### config.mk
export PLATFORM = sky130hd
export DESIGN_NAME = cid_capture
export DESIGN_NICKNAME = d
export VERILOG_FILES = /design/src/rtl/cid_pkg.sv /design/src/rtl/cid_bit_timer.sv /design/src/rtl/cid_capture_ctrl.sv /design/src/rtl/cid_bit_store.sv /design/src/rtl/cid_capture.sv
export SDC_FILE = /design/constraint.sdc
export NUM_CORES = 2
export LEC_CHECK = 0
export BUFFER_PORTS_ARGS = -buffer_cell sky130_fd_sc_hd__clkbuf_2
export CORE_UTILIZATION = 62
export CTS_CLUSTER_SIZE = 12
export DETAILED_ROUTE_END_ITERATION = 8
export PLACE_DENSITY_LB_ADDON = 0.3
export SYNTH_ARGS = -nofsm -noshare
export SYNTH_HDL_FRONTEND = slang
export SYNTH_SLANG_ARGS = --single-unit
### constraint.sdc
create_clock -name clk -period 38.3 [get_ports clk]
set_input_delay 5.745 -clock clk [delete_from_list [all_inputs] [get_ports clk]]
set_output_delay 5.745 -clock clk [all_outputs]
set_load 0.005 [all_outputs]
### src/rtl/cid_pkg.sv
package cid_pkg;

  typedef enum logic [1:0] {
    ST_IDLE  = 2'd0,
    ST_RING1 = 2'd1,
    ST_GAP   = 2'd2,
    ST_DONE  = 2'd3
  } cap_state_t;

  localparam int unsigned BYTE_W = 8;

endpackage

### src/rtl/cid_bit_timer.sv
module cid_bit_timer #(
  parameter int unsigned CLK_HZ = 48_000_000,
  parameter int unsigned BAUD   = 1200
) (
  input  logic clk,
  input  logic rst,
  input  logic rx_in,
  output logic edge_seen,
  output logic sample_stb,
  output logic sample_bit
);

  localparam int unsigned STEP  = 2 * BAUD;
  localparam int unsigned ACC_W = $clog2(CLK_HZ + STEP) + 1;
  localparam logic [ACC_W-1:0] LIMIT = ACC_W'(CLK_HZ);
  localparam logic [ACC_W-1:0] INC   = ACC_W'(STEP);

  logic [2:0]       rx_pipe;
  logic [ACC_W-1:0] acc;
  logic [ACC_W-1:0] acc_sum;
  logic             phase;
  logic             rx_s;
  logic             edge_now;
  logic             half_tick;

  assign rx_s      = rx_pipe[1];
  assign edge_now  = rx_pipe[2] ^ rx_pipe[1];
  assign acc_sum   = acc + INC;
  assign half_tick = (acc_sum >= LIMIT);

  always_ff @(posedge clk) begin
    if (rst) rx_pipe <= '1;
    else     rx_pipe <= {rx_pipe[1:0], rx_in};
  end

  always_ff @(posedge clk) begin
    if (rst) begin
      acc        <= '0;
      phase      <= 1'b0;
      sample_stb <= 1'b0;
      sample_bit <= 1'b1;
      edge_seen  <= 1'b0;
    end else begin
      edge_seen  <= edge_now;
      sample_stb <= 1'b0;
      if (edge_now) begin
        acc   <= '0;
        phase <= 1'b0;
      end else if (half_tick) begin
        acc   <= acc_sum - LIMIT;
        phase <= ~phase;
        if (!phase) begin
          sample_stb <= 1'b1;
          sample_bit <= rx_s;
        end
      end else begin
        acc <= acc_sum;
      end
    end
  end

  // samples are a full bit apart, never back to back
  a_r1_strobe_gap: assert property (@(posedge clk) disable iff (rst)
    sample_stb |=> !sample_stb);

  // after a transition the next sample waits at least half a bit
  a_r1_realign: assert property (@(posedge clk) disable iff (rst)
    edge_seen |-> !sample_stb);

endmodule

### src/rtl/cid_capture_ctrl.sv
module cid_capture_ctrl
  import cid_pkg::*;
(
  input  logic clk,
  input  logic rst,
  input  logic ring_state,
  input  logic ring_burst,
  input  logic edge_seen,
  input  logic sample_stb,
  output logic take_bit
);

  logic [1:0]  rs_pipe;
  logic [1:0]  rb_pipe;
  logic        rs_s;
  logic        rb_s;
  logic        started;
  cap_state_t  state;
  cap_state_t  state_nx;

  assign rs_s = rs_pipe[1];
  assign rb_s = rb_pipe[1];

  always_ff @(posedge clk) begin
    if (rst) begin
      rs_pipe <= '0;
      rb_pipe <= '0;
    end else begin
      rs_pipe <= {rs_pipe[0], ring_state};
      rb_pipe <= {rb_pipe[0], ring_burst};
    end
  end

  always_comb begin
    state_nx = state;
    unique case (state)
      ST_IDLE:  if (rs_s && rb_s) state_nx = ST_RING1;
      ST_RING1: if (!rs_s) state_nx = ST_IDLE;
                else if (!rb_s) state_nx = ST_GAP;
      ST_GAP:   if (!rs_s) state_nx = ST_IDLE;
                else if (rb_s) state_nx = ST_DONE;
      ST_DONE:  if (!rs_s) state_nx = ST_IDLE;
      default:  state_nx = ST_IDLE;
    endcase
  end

  always_ff @(posedge clk) begin
    if (rst) begin
      state   <= ST_IDLE;
      started <= 1'b0;
    end else begin
      state <= state_nx;
      if (state != ST_GAP)  started <= 1'b0;
      else if (edge_seen)   started <= 1'b1;
    end
  end

  assign take_bit = (state == ST_GAP) && started && sample_stb;

  // leaving the ringing state always returns to idle
  a_r5_idle_when_off: assert property (@(posedge clk) disable iff (rst)
    !rs_s |=> (state == ST_IDLE));

  // once the window has closed it does not reopen without going idle
  a_r4_done_sticky: assert property (@(posedge clk) disable iff (rst)
    (state == ST_DONE) |=> (state == ST_DONE || state == ST_IDLE));

endmodule

### src/rtl/cid_bit_store.sv
module cid_bit_store
  import cid_pkg::*;
#(
  parameter int unsigned DEPTH_BITS = 4096
) (
  input  logic                              clk,
  input  logic                              rst,
  input  logic                              clr,
  input  logic                              take_bit,
  input  logic                              bit_in,
  input  logic [$clog2(DEPTH_BITS/8)-1:0]   rd_addr,
  output logic [BYTE_W-1:0]                 rd_data,
  output logic [$clog2(DEPTH_BITS+1)-1:0]   bit_count,
  output logic                              overflow
);

  localparam int unsigned BYTES = DEPTH_BITS / 8;
  localparam int unsigned AW    = $clog2(BYTES);
  localparam int unsigned CNT_W = $clog2(DEPTH_BITS + 1);
  localparam logic [CNT_W-1:0] FULL_CNT = CNT_W'(DEPTH_BITS);

  logic [BYTE_W-1:0] mem [BYTES];
  logic [BYTE_W-1:0] pack_q;
  logic [BYTE_W-1:0] pack_nx;
  logic [AW-1:0]     wr_addr;
  logic [2:0]        pos;
  logic              full;
  logic              do_write;

  assign full     = (bit_count == FULL_CNT);
  assign pos      = bit_count[2:0];
  assign wr_addr  = AW'(bit_count >> 3);
  assign do_write = take_bit && !full && !clr;
  assign pack_nx  = ((pos == 3'd0) ? '0 : pack_q) | (BYTE_W'(bit_in) << pos);

  always_ff @(posedge clk) begin
    if (rst || clr) begin
      bit_count <= '0;
      overflow  <= 1'b0;
      pack_q    <= '0;
    end else if (take_bit) begin
      if (full) begin
        overflow <= 1'b1;
      end else begin
        bit_count <= bit_count + CNT_W'(1);
        pack_q    <= pack_nx;
      end
    end
  end

  always_ff @(posedge clk) begin
    if (do_write) mem[wr_addr] <= pack_nx;
  end

  always_ff @(posedge clk) begin
    rd_data <= mem[rd_addr];
  end

  a_r2_count_bound: assert property (@(posedge clk) disable iff (rst)
    bit_count <= FULL_CNT);

  a_r3_count_step: assert property (@(posedge clk) disable iff (rst)
    !clr |=> (bit_count == $past(bit_count) ||
              bit_count == $past(bit_count) + CNT_W'(1)));

  a_r6_overflow_full: assert property (@(posedge clk) disable iff (rst)
    overflow |-> full);

  a_r7_clear: assert property (@(posedge clk) disable iff (rst)
    clr |=> (bit_count == '0 && !overflow));

endmodule

### src/rtl/cid_capture.sv
module cid_capture
  import cid_pkg::*;
#(
  parameter int unsigned CLK_HZ     = 48_000_000,
  parameter int unsigned BAUD       = 1200,
  parameter int unsigned DEPTH_BITS = 4096
) (
  input  logic                              clk,
  input  logic                              rst,
  input  logic                              rx_bit,
  input  logic                              ring_state,
  input  logic                              ring_burst,
  input  logic                              clr,
  input  logic [$clog2(DEPTH_BITS/8)-1:0]   rd_addr,
  output logic [BYTE_W-1:0]                 rd_data,
  output logic [$clog2(DEPTH_BITS+1)-1:0]   bit_count,
  output logic                              overflow
);

  logic edge_seen;
  logic sample_stb;
  logic sample_bit;
  logic take_bit;

  cid_bit_timer #(
    .CLK_HZ (CLK_HZ),
    .BAUD   (BAUD)
  ) u_timer (
    .clk        (clk),
    .rst        (rst),
    .rx_in      (rx_bit),
    .edge_seen  (edge_seen),
    .sample_stb (sample_stb),
    .sample_bit (sample_bit)
  );

  cid_capture_ctrl u_ctrl (
    .clk        (clk),
    .rst        (rst),
    .ring_state (ring_state),
    .ring_burst (ring_burst),
    .edge_seen  (edge_seen),
    .sample_stb (sample_stb),
    .take_bit   (take_bit)
  );

  cid_bit_store #(
    .DEPTH_BITS (DEPTH_BITS)
  ) u_store (
    .clk       (clk),
    .rst       (rst),
    .clr       (clr),
    .take_bit  (take_bit),
    .bit_in    (sample_bit),
    .rd_addr   (rd_addr),
    .rd_data   (rd_data),
    .bit_count (bit_count),
    .overflow  (overflow)
  );

endmodule

==> insert_results.sql <==
INSERT INTO impl_metrics (metric_group, metric, value, unit) VALUES
('global_route', 'global_route.peak_usage_layer', 'met2', ''),
('global_route', 'grt_pass1_wl', '587', 'mm'),
('sta', 'clock-skew-final', '0.0732', 'ns'),
('yosys', 'syn-num-nets', '7567', ''),
('placed_design', 'post-dp-hpwl', '240', 'mm'),
('setup_path', 'critical-path-top-delay-family', 'buffers and inverters', ''),
('drt', 'routed_via_density', '7.19', ''),
('clocking', 'ctsLongestPathBuffers', '4', ''),
('finish', 'fraction_of_final_layout_cells_sized_beyond_drive_strength_1', '0.233', ''),
('sta', 'clock.fmax', '80.0', 'MHz'),
('sta', 'worst_pin_slew', '1.42', 'ns'),
('yosys', 'synthesis.instances', '7548', ''),
('sta', 'post-route-min-period', '12.50', 'ns'),
('yosys', 'synth.ff_latch_count', '4162', ''),
('placed_design', 'gp_congestion', '0.869', ''),
('clocking', 'post_cts.resized_instances', '0', ''),
('floorplanning', 'die_boundary_height', '513', 'um'),
('drt', 'post-route-drc-count', '0', ''),
('yosys', 'yosys.cell_count.top_type', 'sky130_fd_sc_hd__edfxtp_1', ''),
('finish', 'flow.area_growth_from_synthesis', '9.60', '%'),
('setup_path', 'crit_fanout', '103', ''),
('global_route', 'vias_in_the_first_global_route', '80600', ''),
('outcome', 'outcome', 'finished clean', ''),
('clocking', 'cts-root-buf', 'sky130_fd_sc_hd__clkbuf_16', ''),
('pwr', 'vdd_ir_drop_max', '57.2', 'uV'),
('setup_path', 'worst-endpoint-arrival', '13.36', 'ns'),
('setup_path', 'timing.critical_path.to_type', 'register', ''),
('finish', 'post-route-cell-area', '0.178', 'mm^2'),
('pwr', 'power.density_cell_area', '49.9', 'mW/mm^2'),
('floorplanning', 'die_width', '513', 'um'),
('yosys', 'synth.yosys.warnings', '0', ''),
('min_path', 'min_path_type', 'reg2reg', ''),
('clocking', 'clock_latency', '1.01', 'ns'),
('yosys', 'synth-edff-count', '4096', ''),
('global_route', 'maximum_number_of_pins_on_one_net_before_global_route_repair', '223', ''),
('pwr', 'static-leakage-power', '61.0', 'nW'),
('floorplanning', 'row_count', '187', ''),
('setup_path', 'worst-r2r-setup-slack', '32.97', 'ns'),
('global_route', 'grt_util_met3', '0.0779', ''),
('setup_path', 'r2r_cells', '11', ''),
('global_route', 'met1_usage', '0.440', ''),
('clocking', 'tritoncts_clock_tree', 'yes', ''),
('yosys', 'synth_top_area_share', '0.759', ''),
('global_route', 'gr-total-overflow', '0', ''),
('sta', 'timing_hold_violations_final', '0', ''),
('sta', 'totalNegativeSetupSlack', '0', 'ns'),
('clocking', 'cts_max_level', '5', ''),
('floorplanning', 'design.core.area', '0.260', 'mm^2'),
('clocking', 'cts_num_sinks', '4162', ''),
('sta', 'maxSlewViolCount', '0', ''),
('floorplanning', 'die_area', '0.263', 'mm^2'),
('yosys', 'yosys.cell_types.count', '75', ''),
('yosys', 'postSynthAreaPerCell', '21.5', 'um^2'),
('setup_path', 'critPathLaunchType', 'input port', ''),
('clocking', 'hold_fix_buffers_cts', '0', ''),
('drt', 'via_count', '81400', ''),
('finish', 'layout.filler_cells', '15300', ''),
('yosys', 'synth_seq_area_share', '0.767', ''),
('yosys', 'netlist.top_cell.by_area', 'sky130_fd_sc_hd__edfxtp_1', ''),
('global_route', 'grt_util_met2', '0.487', ''),
('global_route', 'grt_antenna_before_repair', '18', ''),
('clocking', 'postCtsSetupBuffers', '0', ''),
('finish', 'num-nets-final', '7729', ''),
('drt', 'drt_iter0_markers', '12900', ''),
('clocking', 'cts_buffers', '420', ''),
('min_path', 'hold-path-cell-count', '1', ''),
('drt', 'detail_route.wl_per_cell', '36.4', 'um'),
('floorplanning', 'start_util', '0.624', ''),
('setup_path', 'cp_cell_sequence', 'buf_12, buf_12, buf_4, buf_4, buf_4, buf_4, buf_4, mux4_2, mux4_2, o21ai_0, a2111oi_1, buf_4, a31oi_1, o211ai_1', ''),
('yosys', 'synth-async-reset-ratio', '0', ''),
('sta', 'final_setup_violation_count', '0', '');
==> report_power, final <==
part           internal [W]  switching [W]
sequential          0.00493     0.00000497
clock               0.00201        0.00161
combinational      0.000123       0.000189
==> cell families (layout without fill, tap and decap cells) <==
| kind of cell | after synthesis | count (layout) | share of synthesized area |
|---|---|---|---|
| flip-flops | 4162 | 4162 | 0.767 |
| multiplexers | 1347 | 1347 | 0.169 |
| AND/OR/NAND/NOR | 1063 | 1063 | 0.0279 |
| buffers and inverters | 470 | 830 | 0.0140 |
| AO/OA/AOI/OAI | 468 | 468 | 0.0197 |
| XOR/XNOR | 34 | 34 | 0.00184 |
| adder cells (fa/ha/maj) | 4 | 4 | 0.000309 |
| other | 0 | 13 | 0 |
==> flip-flops by register name, summed over array words and instances (netlist names) <==
register            flops
u_store.mem          4096
u_timer.acc            22
u_store.bit_count      13
u_store.pack_q          8
u_store.rd_data         8
u_timer.rx_pipe         3
u_ctrl.rb_pipe          2
u_ctrl.rs_pipe          2
u_ctrl.state            2
u_ctrl.started          1
u_store.overflow        1
u_timer.edge_seen       1
u_timer.phase           1
u_timer.sample_bit      1
u_timer.sample_stb      1
==> metrics by stage <==
step                worst slack, ns  total power, W  std cells   util
global route                  25.19         0.00906      11300  0.684
CTS                           25.73         0.00888      11300  0.684
detailed placement            24.71         0.00533      10700  0.639
finish                        25.80         0.00887      11300  0.684
global placement              24.80         0.00533      10700  0.639
floorplan                     12.64         0.00523       7548      -
==> final timing paths <==
path                    endpoint            startpoint
min reg2reg   u_timer.rx_pipe[1]    u_timer.rx_pipe[0]
min           u_timer.rx_pipe[1]    u_timer.rx_pipe[0]
max reg2reg  u_store.mem[320][4]  u_store.bit_count[0]
max           u_store.rd_data[1]            rd_addr[0]
==> cells in the final DEF (no fill, tap or decap), types with 60 or more instances in the layout <==
master                      synthesis  routed
sky130_fd_sc_hd__edfxtp_1        4096    4096
sky130_fd_sc_hd__mux4_2          1111    1111
sky130_fd_sc_hd__nor2_1           624     616
sky130_fd_sc_hd__clkbuf_16          0     422
sky130_fd_sc_hd__mux2i_1          229     229
sky130_fd_sc_hd__nand2_1          211     198
sky130_fd_sc_hd__buf_4             64     142
sky130_fd_sc_hd__clkbuf_1         222     106
sky130_fd_sc_hd__o22ai_1           88      88
sky130_fd_sc_hd__a21oi_1           87      87
sky130_fd_sc_hd__dfxtp_1           66      66
sky130_fd_sc_hd__o21ai_0           60      60
==> routing by layer <==
| layer | vias to the layer above | part of all wire |
|---|---|---|
| li1 | 31700 | - |
| met3 | 1015 | 0.13 |
| met5 | - | 0.00014 |
| met1 | 42500 | 0.35 |
| met2 | 6168 | 0.47 |
| met4 | 8 | 0.049 |
==> final cells by class <==
cell class | count | area [um^2] | area share
timing repair buffer | 194 | 1620 | 0.00914
clock buffer | 529 | 11000 | 0.0618
tap | 3402 | 4260 | 0.0240
multi-input combinational | 2916 | 35700 | 0.201
sequential | 4162 | 124000 | 0.700
antenna | 13 | 32.5 | 0.000183
inverter | 16 | 72.6 | 0.000409
clock inverter | 91 | 619 | 0.00349
No activity file was read; power rests on OpenSTA's default activity.
